`src/rtl/ftm_pkg.sv`:
```
package ftm_pkg;

    parameter int DW    = 32;
    parameter int FI_W  = 14;
    parameter int MPS_W = 15;
    parameter int FN_W  = 16;

    localparam int GAP_W     = DW - 1 - MPS_W - FI_W;
    localparam int REM_PAD_W = DW - 1 - FI_W;
    localparam int FN_PAD_W  = DW - FN_W;

    localparam logic [FI_W-1:0]  FI_RST  = FI_W'(14'h2EDF);
    localparam logic [MPS_W-1:0] MPS_RST = MPS_W'(15'h2778);

    typedef enum logic [1:0] {
        SEL_INTERVAL = 2'd0,
        SEL_REMAIN   = 2'd1,
        SEL_FRNUM    = 2'd2,
        SEL_NONE     = 2'd3
    } reg_sel_e;

    typedef enum logic {
        ST_IDLE = 1'b0,
        ST_RUN  = 1'b1
    } run_state_e;

    typedef struct packed {
        logic              toggle;
        logic [MPS_W-1:0]  max_pkt;
        logic [FI_W-1:0]   interval;
    } ival_t;

    function automatic logic [DW-1:0] ival_to_word(input ival_t v);
        return {v.toggle, v.max_pkt, {GAP_W{1'b0}}, v.interval};
    endfunction

    function automatic logic [DW-1:0] remain_to_word(input logic tgl,
                                                     input logic running,
                                                     input logic [FI_W-1:0] cnt);
        if (running)
            return {tgl, {REM_PAD_W{1'b0}}, cnt};
        return {tgl, {(DW-1){1'b0}}};
    endfunction

    function automatic logic [DW-1:0] frnum_to_word(input logic [FN_W-1:0] fn);
        return {{FN_PAD_W{1'b0}}, fn};
    endfunction

endpackage

```
`src/rtl/ftm_interval_reg.sv`:
```
module ftm_interval_reg
    import ftm_pkg::*;
(
    input  logic             clk,
    input  logic             rst,
    input  logic             wr_en,
    input  logic [FI_W-1:0]  wr_interval,
    input  logic [MPS_W-1:0] wr_max_pkt,
    output ival_t            ival_q
);

    logic differs;
    assign differs = (wr_interval != ival_q.interval);

    always_ff @(posedge clk) begin
        if (rst) begin
            ival_q.toggle   <= 1'b0;
            ival_q.max_pkt  <= MPS_RST;
            ival_q.interval <= FI_RST;
        end else if (wr_en) begin
            ival_q.max_pkt  <= wr_max_pkt;
            ival_q.interval <= wr_interval;
            if (differs)
                ival_q.toggle <= ~ival_q.toggle;
        end
    end

    // a differing interval flips the toggle
    a_r3_toggle_flip: assert property (@(posedge clk) disable iff (rst)
        (wr_en && (wr_interval != ival_q.interval)) |=> (ival_q.toggle != $past(ival_q.toggle)));

    // an equal interval keeps the toggle
    a_r3_toggle_keep: assert property (@(posedge clk) disable iff (rst)
        (wr_en && (wr_interval == ival_q.interval)) |=> $stable(ival_q.toggle));

    // without a write the register holds
    a_r2_hold: assert property (@(posedge clk) disable iff (rst)
        !wr_en |=> $stable(ival_q));

endmodule

```
`src/rtl/ftm_down_counter.sv`:
```
module ftm_down_counter
    import ftm_pkg::*;
(
    input  logic            clk,
    input  logic            rst,
    input  logic            bit_tick,
    input  logic            run_en,
    input  logic [FI_W-1:0] reload_val,
    input  logic            toggle_in,
    output logic [FI_W-1:0] count_q,
    output logic            rem_toggle_q,
    output logic            running,
    output logic            boundary,
    output logic            sof_q
);

    run_state_e state_q;
    logic       start_c;
    logic       active;
    logic       expired;

    assign running  = (state_q == ST_RUN);
    assign start_c  = (state_q == ST_IDLE) && run_en;
    assign active   = running && run_en;
    assign expired  = (count_q == '0);
    assign boundary = active && bit_tick && expired;

    always_ff @(posedge clk) begin
        if (rst) begin
            state_q      <= ST_IDLE;
            count_q      <= '0;
            rem_toggle_q <= 1'b0;
            sof_q        <= 1'b0;
        end else begin
            state_q <= run_en ? ST_RUN : ST_IDLE;
            sof_q   <= start_c | boundary;
            if (start_c) begin
                count_q <= reload_val;
            end else if (active && bit_tick) begin
                if (expired) begin
                    count_q      <= reload_val;
                    rem_toggle_q <= toggle_in;
                end else begin
                    count_q <= count_q - 1'b1;
                end
            end
        end
    end

    // a tick away from zero decrements by one
    a_r4_decrement: assert property (@(posedge clk) disable iff (rst)
        (running && run_en && bit_tick && (count_q != '0)) |=> (count_q == $past(count_q) - 1'b1));

    // no tick, no movement
    a_r4_hold: assert property (@(posedge clk) disable iff (rst)
        (running && run_en && !bit_tick) |=> $stable(count_q));

    // boundary copies the toggle seen before the edge
    a_r6_toggle_copy: assert property (@(posedge clk) disable iff (rst)
        boundary |=> (rem_toggle_q == $past(toggle_in)));

    // no start-of-frame while stopped
    a_r8_quiet: assert property (@(posedge clk) disable iff (rst)
        !run_en |=> !sof_q);

    // starting loads the interval and signals a frame
    a_r8_start: assert property (@(posedge clk) disable iff (rst)
        ((state_q == ST_IDLE) && run_en) |=> (sof_q && (count_q == $past(reload_val))));

endmodule

```
`src/rtl/ftm_frame_number.sv`:
```
module ftm_frame_number
    import ftm_pkg::*;
(
    input  logic            clk,
    input  logic            rst,
    input  logic            advance,
    output logic [FN_W-1:0] frame_q,
    output logic            wrap_q
);

    logic carry_top;
    assign carry_top = &frame_q[FN_W-2:0];

    always_ff @(posedge clk) begin
        if (rst) begin
            frame_q <= '0;
            wrap_q  <= 1'b0;
        end else begin
            wrap_q <= advance && carry_top;
            if (advance)
                frame_q <= frame_q + 1'b1;
        end
    end

    // each boundary adds one
    a_r5_increment: assert property (@(posedge clk) disable iff (rst)
        advance |=> (frame_q == $past(frame_q) + 1'b1));

    // frame number holds between boundaries
    a_r8_frame_hold: assert property (@(posedge clk) disable iff (rst)
        !advance |=> $stable(frame_q));

    // pulse only accompanies a change of the top bit
    a_r9_pulse_on_top: assert property (@(posedge clk) disable iff (rst)
        wrap_q |-> (frame_q[FN_W-1] != $past(frame_q[FN_W-1])));

    // a change of the top bit is always flagged
    a_r9_top_flagged: assert property (@(posedge clk) disable iff (rst)
        (frame_q[FN_W-1] != $past(frame_q[FN_W-1])) |-> wrap_q);

endmodule

```
`src/rtl/sof_frame_timer.sv`:
```
module sof_frame_timer
    import ftm_pkg::*;
(
    input  logic            clk,
    input  logic            rst,
    input  logic            bit_tick,
    input  logic            run_en,
    input  logic            wr_en,
    input  logic [1:0]      wr_sel,
    input  logic [DW-1:0]   wr_data,
    input  logic [1:0]      rd_sel,
    output logic [DW-1:0]   rd_data,
    output logic [FN_W-1:0] frame_num,
    output logic            sof_pulse,
    output logic            fno_pulse
);

    ival_t           ival_q;
    logic            ival_wr;
    logic [FI_W-1:0] count_q;
    logic            rem_toggle_q;
    logic            running;
    logic            boundary;
    logic            unused_wr_bits;

    assign ival_wr        = wr_en && (reg_sel_e'(wr_sel) == SEL_INTERVAL);
    assign unused_wr_bits = ^{wr_data[DW-1], wr_data[FI_W+GAP_W-1:FI_W]};

    ftm_interval_reg u_ival (
        .clk         (clk),
        .rst         (rst),
        .wr_en       (ival_wr),
        .wr_interval (wr_data[FI_W-1:0]),
        .wr_max_pkt  (wr_data[DW-2 -: MPS_W]),
        .ival_q      (ival_q)
    );

    ftm_down_counter u_cnt (
        .clk          (clk),
        .rst          (rst),
        .bit_tick     (bit_tick),
        .run_en       (run_en),
        .reload_val   (ival_q.interval),
        .toggle_in    (ival_q.toggle),
        .count_q      (count_q),
        .rem_toggle_q (rem_toggle_q),
        .running      (running),
        .boundary     (boundary),
        .sof_q        (sof_pulse)
    );

    ftm_frame_number u_fn (
        .clk     (clk),
        .rst     (rst),
        .advance (boundary),
        .frame_q (frame_num),
        .wrap_q  (fno_pulse)
    );

    always_comb begin
        case (reg_sel_e'(rd_sel))
            SEL_INTERVAL: rd_data = ival_to_word(ival_q);
            SEL_REMAIN:   rd_data = remain_to_word(rem_toggle_q, running, count_q);
            SEL_FRNUM:    rd_data = frnum_to_word(frame_num);
            default:      rd_data = '0;
        endcase
    end

    // start-of-frame pulses last one cycle while the bit clock runs each cycle
    a_r5_sof_single: assert property (@(posedge clk) disable iff (rst)
        (sof_pulse && run_en && bit_tick && (count_q != '0)) |=> !sof_pulse);

endmodule

```
`config.mk`:
```
export PLATFORM = sky130hd
export DESIGN_NAME = sof_frame_timer
export DESIGN_NICKNAME = d
export VERILOG_FILES = /design/src/rtl/ftm_pkg.sv /design/src/rtl/ftm_interval_reg.sv /design/src/rtl/ftm_down_counter.sv /design/src/rtl/ftm_frame_number.sv /design/src/rtl/sof_frame_timer.sv
export SDC_FILE = /design/constraint.sdc
export NUM_CORES = 1
export LEC_CHECK = 0
export BUFFER_PORTS_ARGS = -buffer_cell sky130_fd_sc_hd__buf_2
export CORE_ASPECT_RATIO = 0.5
export CORE_UTILIZATION = 55
export CTS_CLUSTER_SIZE = 25
export DETAILED_ROUTE_END_ITERATION = 6
export PLACE_DENSITY = 0.82
export SLEW_MARGIN = 0
export SYNTH_ARGS = -nofsm -noshare
export SYNTH_HDL_FRONTEND = slang
export SYNTH_SLANG_ARGS = --single-unit
export TNS_END_PERCENT = 30
```
`constraint.sdc`:
```
create_clock -name clk -period 3.35 [get_ports clk]
set_input_delay 0.67 -clock clk [delete_from_list [all_inputs] [get_ports clk]]
set_output_delay 0.67 -clock clk [all_outputs]
set_load 0.05 [all_outputs]
```
# Yosys cells after proc, flatten, opt, wreduce, memory -nomap -nowiden
# Cells that the tools add are included.
[classes] add_sub_neg=2 n_eq_ne=3 n_mux=9 bitwise=4 n_reduce_logical=13
[ops] cell="case mux 32 bit (3 select lines)" n=1
[ops] cell="2-to-1 mux 32 bit" n=2
[ops] cell="2-to-1 mux 14 bit" n=3
[ops] cell="adder 16 x 1 -> 16 bit, second input constant" n=1
[ops] cell="AND reduction 15 bit" n=1
[ops] cell="zero test 14 bit" n=1
[ops] cell="!= test 14 bit" n=1
[ops] cell="subtractor 14 x 1 -> 14 bit, second input constant" n=1
[ops] cell="logical AND 1 bit" n=6
[ops] cell="zero test 2 bit" n=2
[ops] cell="2-to-1 mux 1 bit" n=3
[ops] cell="inverter 1 bit" n=3
[ops] cell="AND reduction 3 bit" n=1
[ops] cell="equality test 2 x 1 -> 1 bit, second input constant" n=1
[ops] cell="equality test 2 bit, second input constant" n=1
[ops] cell="AND reduction 2 bit" n=1
[ops] cell="nonzero test 2 bit" n=1
[ops] cell="bitwise OR 1 bit" n=1
[totals] regBits=64 inputBits=41 out_inout_bits=50 wordCells=40

# Longest topological paths before layout
# Gate-level depths: netlist (run 1).
[depth] ltp_word=4 mapped_depth=9 ltp_nobuf=7

# By module
# From an unflattened synthesis (run 1), not the netlist that was laid out.
[unflattened] hier_cells=416 area_unflattened_um2=3676.0
[by_module_without_submodules] mod="ftm_interval_reg" instances=1 cells_each=121 area_per_inst_um2=1262.5
[by_module_without_submodules] mod="ftm_down_counter" instances=1 cells_each=137 area_per_inst_um2=1072.3
[by_module_without_submodules] mod="ftm_frame_number" instances=1 cells_each=86 area_per_inst_um2=782.0
[by_module_without_submodules] mod="sof_frame_timer" instances=1 cells_each=72 area_per_inst_um2=559.3

# Least setup slack after synthesis (run 1)
# OpenSTA, ideal clock, no wires.
[synth_path] kind="input to output" startpoint="input port rd_sel[0]" endpoint="output port rd_data[9]" arrival_time_ps=2453 required_ps=2680 setup_slack_ps=227 path_stages=4 cell_sequence="clkbuf_1 buf_1 a31oi_1 o21ai_0"
[synth_between] elab_chain_cells=2
[synth_rtl] element="start: declaration" line="sof_frame_timer.sv:11" text="input logic [1:0] rd_sel,"
[synth_rtl] element="equality test 2 bit (tied with other cells)" line="sof_frame_timer.sv:61" text="case (reg_sel_e'(rd_sel))"
[synth_rtl] element="case mux 32 bit (3 select lines) *" line="sof_frame_timer.sv:61"
[synth_rtl] element="end: declaration" line="sof_frame_timer.sv:12" text="output logic [DW-1:0] rd_data,"
# Mark *: on every way between the ends. The rest lies on a longest branch, timed or not.

# Final worst setup path (run 1)
[layout_path] startpoint="register u_cnt.state_q, in the netlist u_cnt.running" endpoint="output port rd_data[1]"
[layout_between] elab_chain_cells=4
[layout_rtl] element="start: declaration" line="ftm_down_counter.sv:17" text="run_state_e state_q;"
[layout_rtl] element="start signal: assignment" line="ftm_down_counter.sv:35" text="state_q <= run_en ? ST_RUN : ST_IDLE;"
[layout_rtl] element="2-to-1 mux 1 bit" line="ftm_pkg.sv:40" text="if (running)"
[layout_rtl] element="2-to-1 mux 1 bit" line="sof_frame_timer.sv:61"
[layout_rtl] element="2-to-1 mux 32 bit" line="ftm_pkg.sv:42" text="return {tgl, {(DW-1){1'b0}}};"
[layout_rtl] element="case mux 32 bit (3 select lines)" line="sof_frame_timer.sv:61"
# Every way passes these cells. The select of a mux whose other input is x is not followed.

==> results of run 1 <==
## cell type report
type	count	area, um^2	share of cell area, %
multi-input cells	368	2113	49.36
flip-flops and latches	64	1281	29.92
repair buffers	91	465.4	10.87
clock buffers	12	236.5	5.523
well taps	88	110.1	2.572
clock inverters	4	45.04	1.052
inverters	8	30.03	0.7013
## per-stage QoR
stage          hold slack [ns]  instance area, um^2  utilization, %  cells
6_report                0.4478                 4282           69.55    635
5_1_grt                 0.4684                 4282           69.55    635
4_1_cts                 0.4496                 4282           69.55    635
3_5_place_dp            0.4424                 4000           64.98    619
3_3_place_gp            0.4375                 4000           64.98    619
2_1_floorplan           0.4315                 3563               -    472
## cells by family after synthesis
kind of cell	share of synthesized area (%)
adder cells (fa/ha/maj)	0.7021
multiplexers	0.8778
AO/OA/AOI/OAI	14.92
AND/OR/NAND/NOR	36.66
buffers and inverters	4.740
XOR/XNOR	6.145
flip-flops	35.96
## layout by cell type (no fill, tap or decap), types with 4 or more instances in the layout
cell / instances
nand2_1: 93
buf_2: 87
dfxtp_1: 64
o21ai_0: 27
nor2_1: 26
a21oi_1: 25
and2_1: 24
nand3_1: 24
nor2b_1: 19
a31oi_1: 19
xor2_1: 19
nand4_1: 12
clkbuf_16: 9
inv_1: 8
nor3_1: 8
nand3b_1: 8
nor4_1: 7
xnor2_1: 6
or3_1: 4
nor3b_1: 4
buf_4: 4
## final timing paths
| path | endpoint | slack [ns] | depth (start not counted) |
|---|---|---|---|
| setup / recovery | rd_data[1] | 0.75 | 3 |
| hold / removal | u_ival.ival_q[16] | 0.45 | 2 |
| setup reg to reg | u_cnt.count_q[3] | 0.79 | 7 |
| hold reg to reg | u_ival.ival_q[16] | 0.45 | 2 |
## metal layers
layer	GRT usage, %	vias to the layer above
met5	0	-
met4	8.974	0
met3	11.43	17
met2	44.13	176
met1	39.94	1638
li1	-	1796
## power by group
part | total, mW | internal [mW] | switching, mW
Combinational | 0.478 | 0.163 | 0.315
Sequential | 0.870 | 0.808 | 0.0625
Clock | 0.893 | 0.572 | 0.321
Total | 2.24 | 1.54 | 0.699
## tightest hold or removal path, cell delays in order, from the launching register on
cell and delay (ns):
dfxtp_1 0.30, nand2_1 0.05, a21oi_1 0.05
## sequential cells by signal, summed over array words and instances (netlist names)
signal	count
u_cnt.rem_toggle_q	1
u_cnt.count_q	14
u_fn.wrap_q	1
u_cnt.sof_q	1
u_ival.ival_q	30
u_fn.frame_q	16
u_cnt.running	1
==> impl_metrics.toml, run 1 <==
[status]
outcome = "complete, no violations"

[job]
cap_violations = 0

[clock_tree]
cts.sinks = 64
ctsRootBufferMaster = "clkbuf_16"
numCtsBuffers = 9
tritoncts = "built"
cts_hold_buf = 0
insertion_delay_ns = 0.33
path_clk_slew_ns = 0.05
post_cts_buffers = 0
postCtsResizedCells = 0
cts_buffer_depth = 2
cts_max_level = 3

[die]
die_y_um = 58.92
io_pins = 91
die_x_um = 115.8
rows = 20
coreArea_um2 = 6156
start_util_pct = 57.89
dieArea_um2 = 6824

[critical_path]
rr_startpoint = "u_cnt.count_q[1]"
slowest_delay_ns = 0.80
cp_data_required_time_ns = 2.68
worstPathMaxFanout = 21
cp.arrival_ns = 1.93
startpoint_type = "register"
cp-startpoint = "u_cnt.running"
cp.buffers_inverters = 1
worst_setup_path_end_kind = "output pin"
critPathKind = "register to output pin"
path_cells = "a31oi_1 -> o21ai_0 -> buf_2"
critical-path-top-delay-family = "flip-flops"
cpMaxStageDelayCell = "dfxtp_1"

[grt]
grt_pass1_wl_um = 15100
grt_use_total_pct = 29.70
grt_max_degree = 32
antenna_found_initial = 0
grt_pass1_vias = 3133
grt_overflow_total = 0

[layout]
nNetsFinal = 585
fillers = 550
drive_gt1_share_pct = 20.84
antenna_cells = 0
area_growth_pct = 20.15

[place]
place_congestion = 0.9255
port_buffers = 87
dp_hpwl_um = 6578
dp_slack_ns = 0.8476

[timing]
fin_skew_ns = 0.004637
slew_headroom_pct = 37.99
setup_violations = 0
period_share_pct = 77.51
worst_pin_slew_ns = 0.9279
fmax_mhz = 385.1
tns_ns = 0
final_hold_viol_count = 0
slew_viol_final = 0
final.min_clock_period_ns = 2.597
rsz0062_at_grt = "false"
layout_setup_ws_ns = 0.7535

[synth]
yosysTopAreaCellShare_pct = 35.96
yosys.area.top_type = "dfxtp_1"
ys_seq_elements = 64
seq_area_frac_synth_pct = 35.96
syn_area_per_cell_um2 = 7.550
synth-async-reset-ratio_pct = 0
synth-edff-count = 0
yosysMostFrequentCell = "nand2_1"
synth_common_cells = "nand2_1, dfxtp_1, o21ai_0"
yosys_warnings = 0
ys.flop_type = "dfxtp_1"
synthesis.instances = 472
syn_nets = 515
ys_top_cells_by_area = "dfxtp_1, nand2_1, xor2_1, and2_1, o21ai_0"
syn-cell-area_um2 = 3563
ys_types = 50

[drt]
top_layer = "met4"
drc = 0
drt.antenna.violating_nets = 0
vias_per_cell = 5.712
dr.pass1.iters = 6
totalWireLength_um = 9482
wire_per_inst_um = 14.93
route.met3.wl_um = 1072
drt_iter0_drc = 395
wirelength_met1_um = 4214
dr_wl_met2_um = 4080
via_count = 3627

[power]
peakVddDrop_mv = 0.3303
p_total_mw = 2.241
p_leak_nw = 1.830
power_density_nw_per_um2 = 523.5

[min_path]
min_from = "u_ival.ival_q[16]"
hold_path.class = "register to register"
Power figures use the tool's default switching activity.
==> run 2: changes to the inputs <==
- CORE_UTILIZATION: 55 -> 48
- PLACE_DENSITY: 0.82 -> 0.76
- clock period: 3.35 -> 2.34 ns (I/O delays scaled with it)
==> impl_metrics.toml, run 2 (synthesis gave the netlist of run 1 again) <==
[critical_path]
ff2ff_setup_slack_ns = 0.18
worst_setup_path_end_kind = "register"
slowest_delay_ns = 0.53
path_cells = "inv_1 -> ha_1 -> or4b_4 -> buf_4 -> nor4_4 -> nand4_1 -> xor2_1 -> nor2_1"
critical-path-top-delay-family = "simple AND/OR/NAND/NOR gates"
startpoint_type = "register"
cp.arrival_ns = 2.38
cp.buffers_inverters = 2
cpMaxStageDelayCell = "or4b_4"
worstPathMaxFanout = 4
cp_data_required_time_ns = 2.56
critPathKind = "register to register"
worst-path-stages = 8
ff2ff_path_depth = 8

[layout]
final_common_cell = "nand2_1"
top_regs = "u_ival.ival_q (30), u_fn.frame_q (16), u_cnt.count_q (14)"
drive_gt1_share_pct = 26.52
antenna_cells = 0
stdcell_area_um2 = 4566
area_growth_pct = 28.13
regMostFlops = "u_ival.ival_q"
fillers = 579
nNetsFinal = 615
largest_reg_flops = 30
stdcell_count = 669
final_cell_mix = "nand2_1, buf_2, dfxtp_1"

[power]
switching_share_pct = 32.27
combPwrFrac_pct = 24.4
p_total_mw = 3.407
p_leak_nw = 1.990
p_switching_mw = 1.100
power_density_nw_per_um2 = 746.3
seq_power_share_pct = 35.8
clkPwrFrac_pct = 39.9
peakVddDrop_mv = 0.4810
p_int_mw = 2.308

[clock_tree]
cts_hold_buf = 0
cts.sinks = 64
cts_max_level = 3
numCtsBuffers = 9
cts_buffer_depth = 2
path_clk_slew_ns = 0.06
insertion_delay_ns = 0.34
ctsRootBufferMaster = "clkbuf_16"
tritoncts = "built"

[grt]
grt_overflow_total = 0
grt_pass1_wl_um = 16320
grt_max_degree = 29
grt_pass1_vias = 3323
grt_use_total_pct = 27.65
antenna_found_initial = 0

[die]
io_pins = 91
rows = 21
dieArea_um2 = 7793
coreArea_um2 = 6937
die_x_um = 123.9
die_y_um = 62.93
start_util_pct = 51.37

[place]
place_congestion = 0.9470
post-place-cells = 653
port_buffers = 87
dpl_cell_area_um2 = 4254
dp_hpwl_um = 7630

[min_path]
hold_path.class = "primary input to register"
min_path_cells = 3

[drt]
drt.antenna.violating_nets = 0
dr.pass1.iters = 5
drt_iter0_drc = 260
wire_per_inst_um = 15.62
totalWireLength_um = 10450
via_count = 3797
drc = 0
vias_per_cell = 5.676

[timing]
tns_ns = 0
slew_viol_final = 0
final.min_clock_period_ns = 2.164
final_hold_viol_count = 0
fin_skew_ns = 0.007411
slew_headroom_pct = 61.36
fmax_mhz = 462.2
period_share_pct = 92.47
rsz0062_at_grt = "false"
timing.hold.ws_ns = 0.3321
worst_pin_slew_ns = 0.5796
setup_violations = 0

[status]
outcome = "complete, no violations"

[job]
cap_violations = 0
-- run 2: cell types whose count changed in the layout (fill, tap and decap cells not counted), sizes merged --
cell | previous run | this run
buf | 91 | 121
clkbuf | 12 | 9
clkinvlp | 0 | 3
clkinv | 3 | 1
inv | 8 | 10
-- run 2: worst paths after layout --
path                                         from                end
worst max register to register   u_cnt.count_q[0]   u_fn.frame_q[14]
worst max-delay path             u_cnt.count_q[0]   u_fn.frame_q[14]
worst min register to register  u_ival.ival_q[14]  u_ival.ival_q[14]
worst min-delay path                  wr_data[25]  u_ival.ival_q[23]
-- run 2: layer usage --
| metal | vias to the layer above | global-route usage, % | wire, um |
|---|---|---|---|
| met5 | - | 0 | 0 |
| met4 | 0 | 8.584 | 148 |
| met3 | 19 | 11.31 | 1175 |
| met2 | 204 | 40.83 | 4310 |
| met1 | 1722 | 36.35 | 4818 |
| li1 | 1852 | - | - |
-- run 2: timing repair --
| action | CTS | global route |
|---|---|---|
| setup endpoints to repair | 0 | 16 |
| resized for setup | 0 | 3 |
| setup buffers | 0 | 0 |
-- run 2: through the flow --
step	utilization (%)	worst slack, ns
floorplan	-	-0.1439
global placement	61.33	0.1396
detailed placement	61.33	0.1157
CTS	65.71	0.08398
global route	65.82	0.07143
finish	65.82	0.1763
-- run 2: power groups by stage --
| stage | sequential (mW) | clock (mW) | combinational (mW) |
|---|---|---|---|
| 2_1_floorplan | 1.23 | 0 | 0.557 |
| 3_3_place_gp | 1.24 | 0 | 0.791 |
| 3_5_place_dp | 1.24 | 0 | 0.804 |
| 4_1_cts | 1.22 | 1.37 | 0.810 |
| 5_1_grt | 1.23 | 1.42 | 0.891 |
| 6_report | 1.22 | 1.36 | 0.830 |
-- run 2: area by class of cell --
class	instances	area, um^2	area share [%]
Multi-Input combinational cell	368	2131	46.67
Inverter	8	30.03	0.6577
Clock inverter	7	78.83	1.726
Timing Repair Buffer	121	703.2	15.40
Tap cell	92	115.1	2.521
Clock buffer	9	225.2	4.933
Sequential cell	64	1282	28.09
-- run 2: worst register-to-register path, stage by stage (launching register included) --
cell     delay (ns)
dfxtp_1        0.32
inv_1          0.05
ha_1           0.20
or4b_4         0.53
buf_4          0.18
nor4_4         0.36
nand4_1        0.19
xor2_1         0.17
nor2_1         0.05
==> run 3: changes to the inputs <==
- BUFFER_PORTS_ARGS: -buffer_cell sky130_fd_sc_hd__buf_2 -> not set
- CORE_UTILIZATION: 48 -> 55
- DONT_BUFFER_PORTS: not set -> 1
- PLACE_DENSITY: 0.76 -> 0.73
==> impl_metrics.toml, run 3 (synthesis gave the netlist of run 1 again) <==
[status]
outcome = "complete, no violations"

[grt]
use_met2_pct = 51.28
met1_usage_pct = 41.35
grt_pass1_vias = 3408
grt_overflow_total = 0
grt_use_total_pct = 32.43
grt_pass1_wl_um = 16540
grt_max_degree = 47
use_met3_pct = 11.12
antenna_found_initial = 0
top_usage_layer = "met2"

[clock_tree]
numCtsBuffers = 9
insertion_delay_ns = 0.33
cts_buffer_depth = 2
cts.sinks = 64
ctsRootBufferMaster = "clkbuf_16"
path_clk_slew_ns = 0.06
cts_max_level = 3
tritoncts = "built"

[layout]
top_regs = "u_ival.ival_q (30), u_fn.frame_q (16), u_cnt.count_q (14)"
multi_input_area_um2 = 2150
drive_gt1_share_pct = 19.73
fillers = 484
stdcell_area_um2 = 4561
fin_util_pct = 74.09
seq_area_um2 = 1282
antenna_cells = 0
stdcell_count = 615
final_common_cell = "nand2_1"
area_growth_pct = 27.98
nNetsFinal = 565
largest_reg_flops = 30
final_cell_mix = "nand2_1, dfxtp_1, buf_4"
regMostFlops = "u_ival.ival_q"

[die]
die_x_um = 115.8
start_util_pct = 57.89
dieArea_um2 = 6824
coreArea_um2 = 6156
rows = 20
die_y_um = 58.92
io_pins = 91

[place]
post-place-cells = 596
place_congestion = 0.9397
dp_hpwl_um = 7502
dp_slack_ns = 0.07684
dpl_cell_area_um2 = 4182
port_buffers = 0

[critical_path]
cp_data_required_time_ns = 2.60
slowest_delay_ns = 0.46
worstPathMaxFanout = 7
cp-startpoint = "u_cnt.count_q[1]"
cp.arrival_ns = 2.52
startpoint_type = "register"
ff2ff_setup_slack_ns = 0.08
cpMaxStageDelayCell = "or4b_1"
rr_startpoint = "u_cnt.count_q[1]"
critPathKind = "register to register"
worst_setup_path_end_kind = "register"
path_cells = "inv_1 -> ha_2 -> or4b_1 -> buf_6 -> nor3_4 -> nand3_4 -> or3_4 -> a21oi_2"

[min_path]
hold_path.class = "primary input to register"
min_from = "rst"

[timing]
layout_setup_ws_ns = 0.08164
final_hold_viol_count = 0
slew_headroom_pct = 38.76
timing.hold.ws_ns = 0.2038
final.min_clock_period_ns = 2.258
setup_violations = 0
fin_skew_ns = 0.004240
fmax_mhz = 442.8
period_share_pct = 96.51
tns_ns = 0
slew_viol_final = 0
worst_pin_slew_ns = 0.9165

[job]
cap_violations = 0

[drt]
drt_iter0_drc = 445
vias_per_cell = 5.919
via_count = 3640
wire_per_inst_um = 17.15
drc = 0
dr.pass1.iters = 5
drt.antenna.violating_nets = 0
totalWireLength_um = 10550

[power]
power_density_nw_per_um2 = 761.4
peakVddDrop_mv = 0.4491
p_total_mw = 3.473
p_leak_nw = 1.826
## run 3: changes by cell type in the layout (fill, tap and decap cells not counted), sizes merged
cell / delta
clkinvlp: -1
bufinv: +1
inv: -2
clkbuf: +2
buf: -50
## run 3: final timing paths
path                             to  cells after the start
setup / recovery   u_fn.frame_q[10]                      8
hold / removal     u_cnt.count_q[8]                      1
setup reg to reg   u_fn.frame_q[10]                      8
hold reg to reg   u_ival.ival_q[15]                      2
## run 3: worst max-delay path, delay by kind of cell (launching register included)
family / cells / cell delay (ns)
AO/OA/AOI/OAI: 1 / 0.16
AND/OR/NAND/NOR: 4 / 1.27
adder cells (fa/ha/maj): 1 / 0.19
buffers and inverters: 2 / 0.23
flip-flops: 1 / 0.34
## run 3: cell type report
type / count / area share, %
inverters: 8 / 0.6584
flip-flops and latches: 64 / 28.12
repair buffers: 71 / 14.60
clock inverters: 5 / 1.756
clock buffers: 11 / 5.322
well taps: 88 / 2.414
multi-input cells: 368 / 47.13
## run 3: repair_timing
action,CTS,global route
setup endpoints to repair,0,10
hold buffers,0,0
setup buffers,0,3
gates resized for setup,0,8
## run 3: power by group
part           switching, mW  internal (mW)  leakage (nW)  total (mW)
Clock                  0.488          0.959         0.152        1.45
Sequential            0.0726           1.16         0.523        1.23
Combinational          0.469          0.328          1.15       0.797
## run 3: routing by layer
metal / share of wire (%) / vias to the layer above
met5: 0 / -
met4: 1.9 / 0
met3: 12 / 24
met2: 44 / 204
met1: 42 / 1669
li1: - / 1743
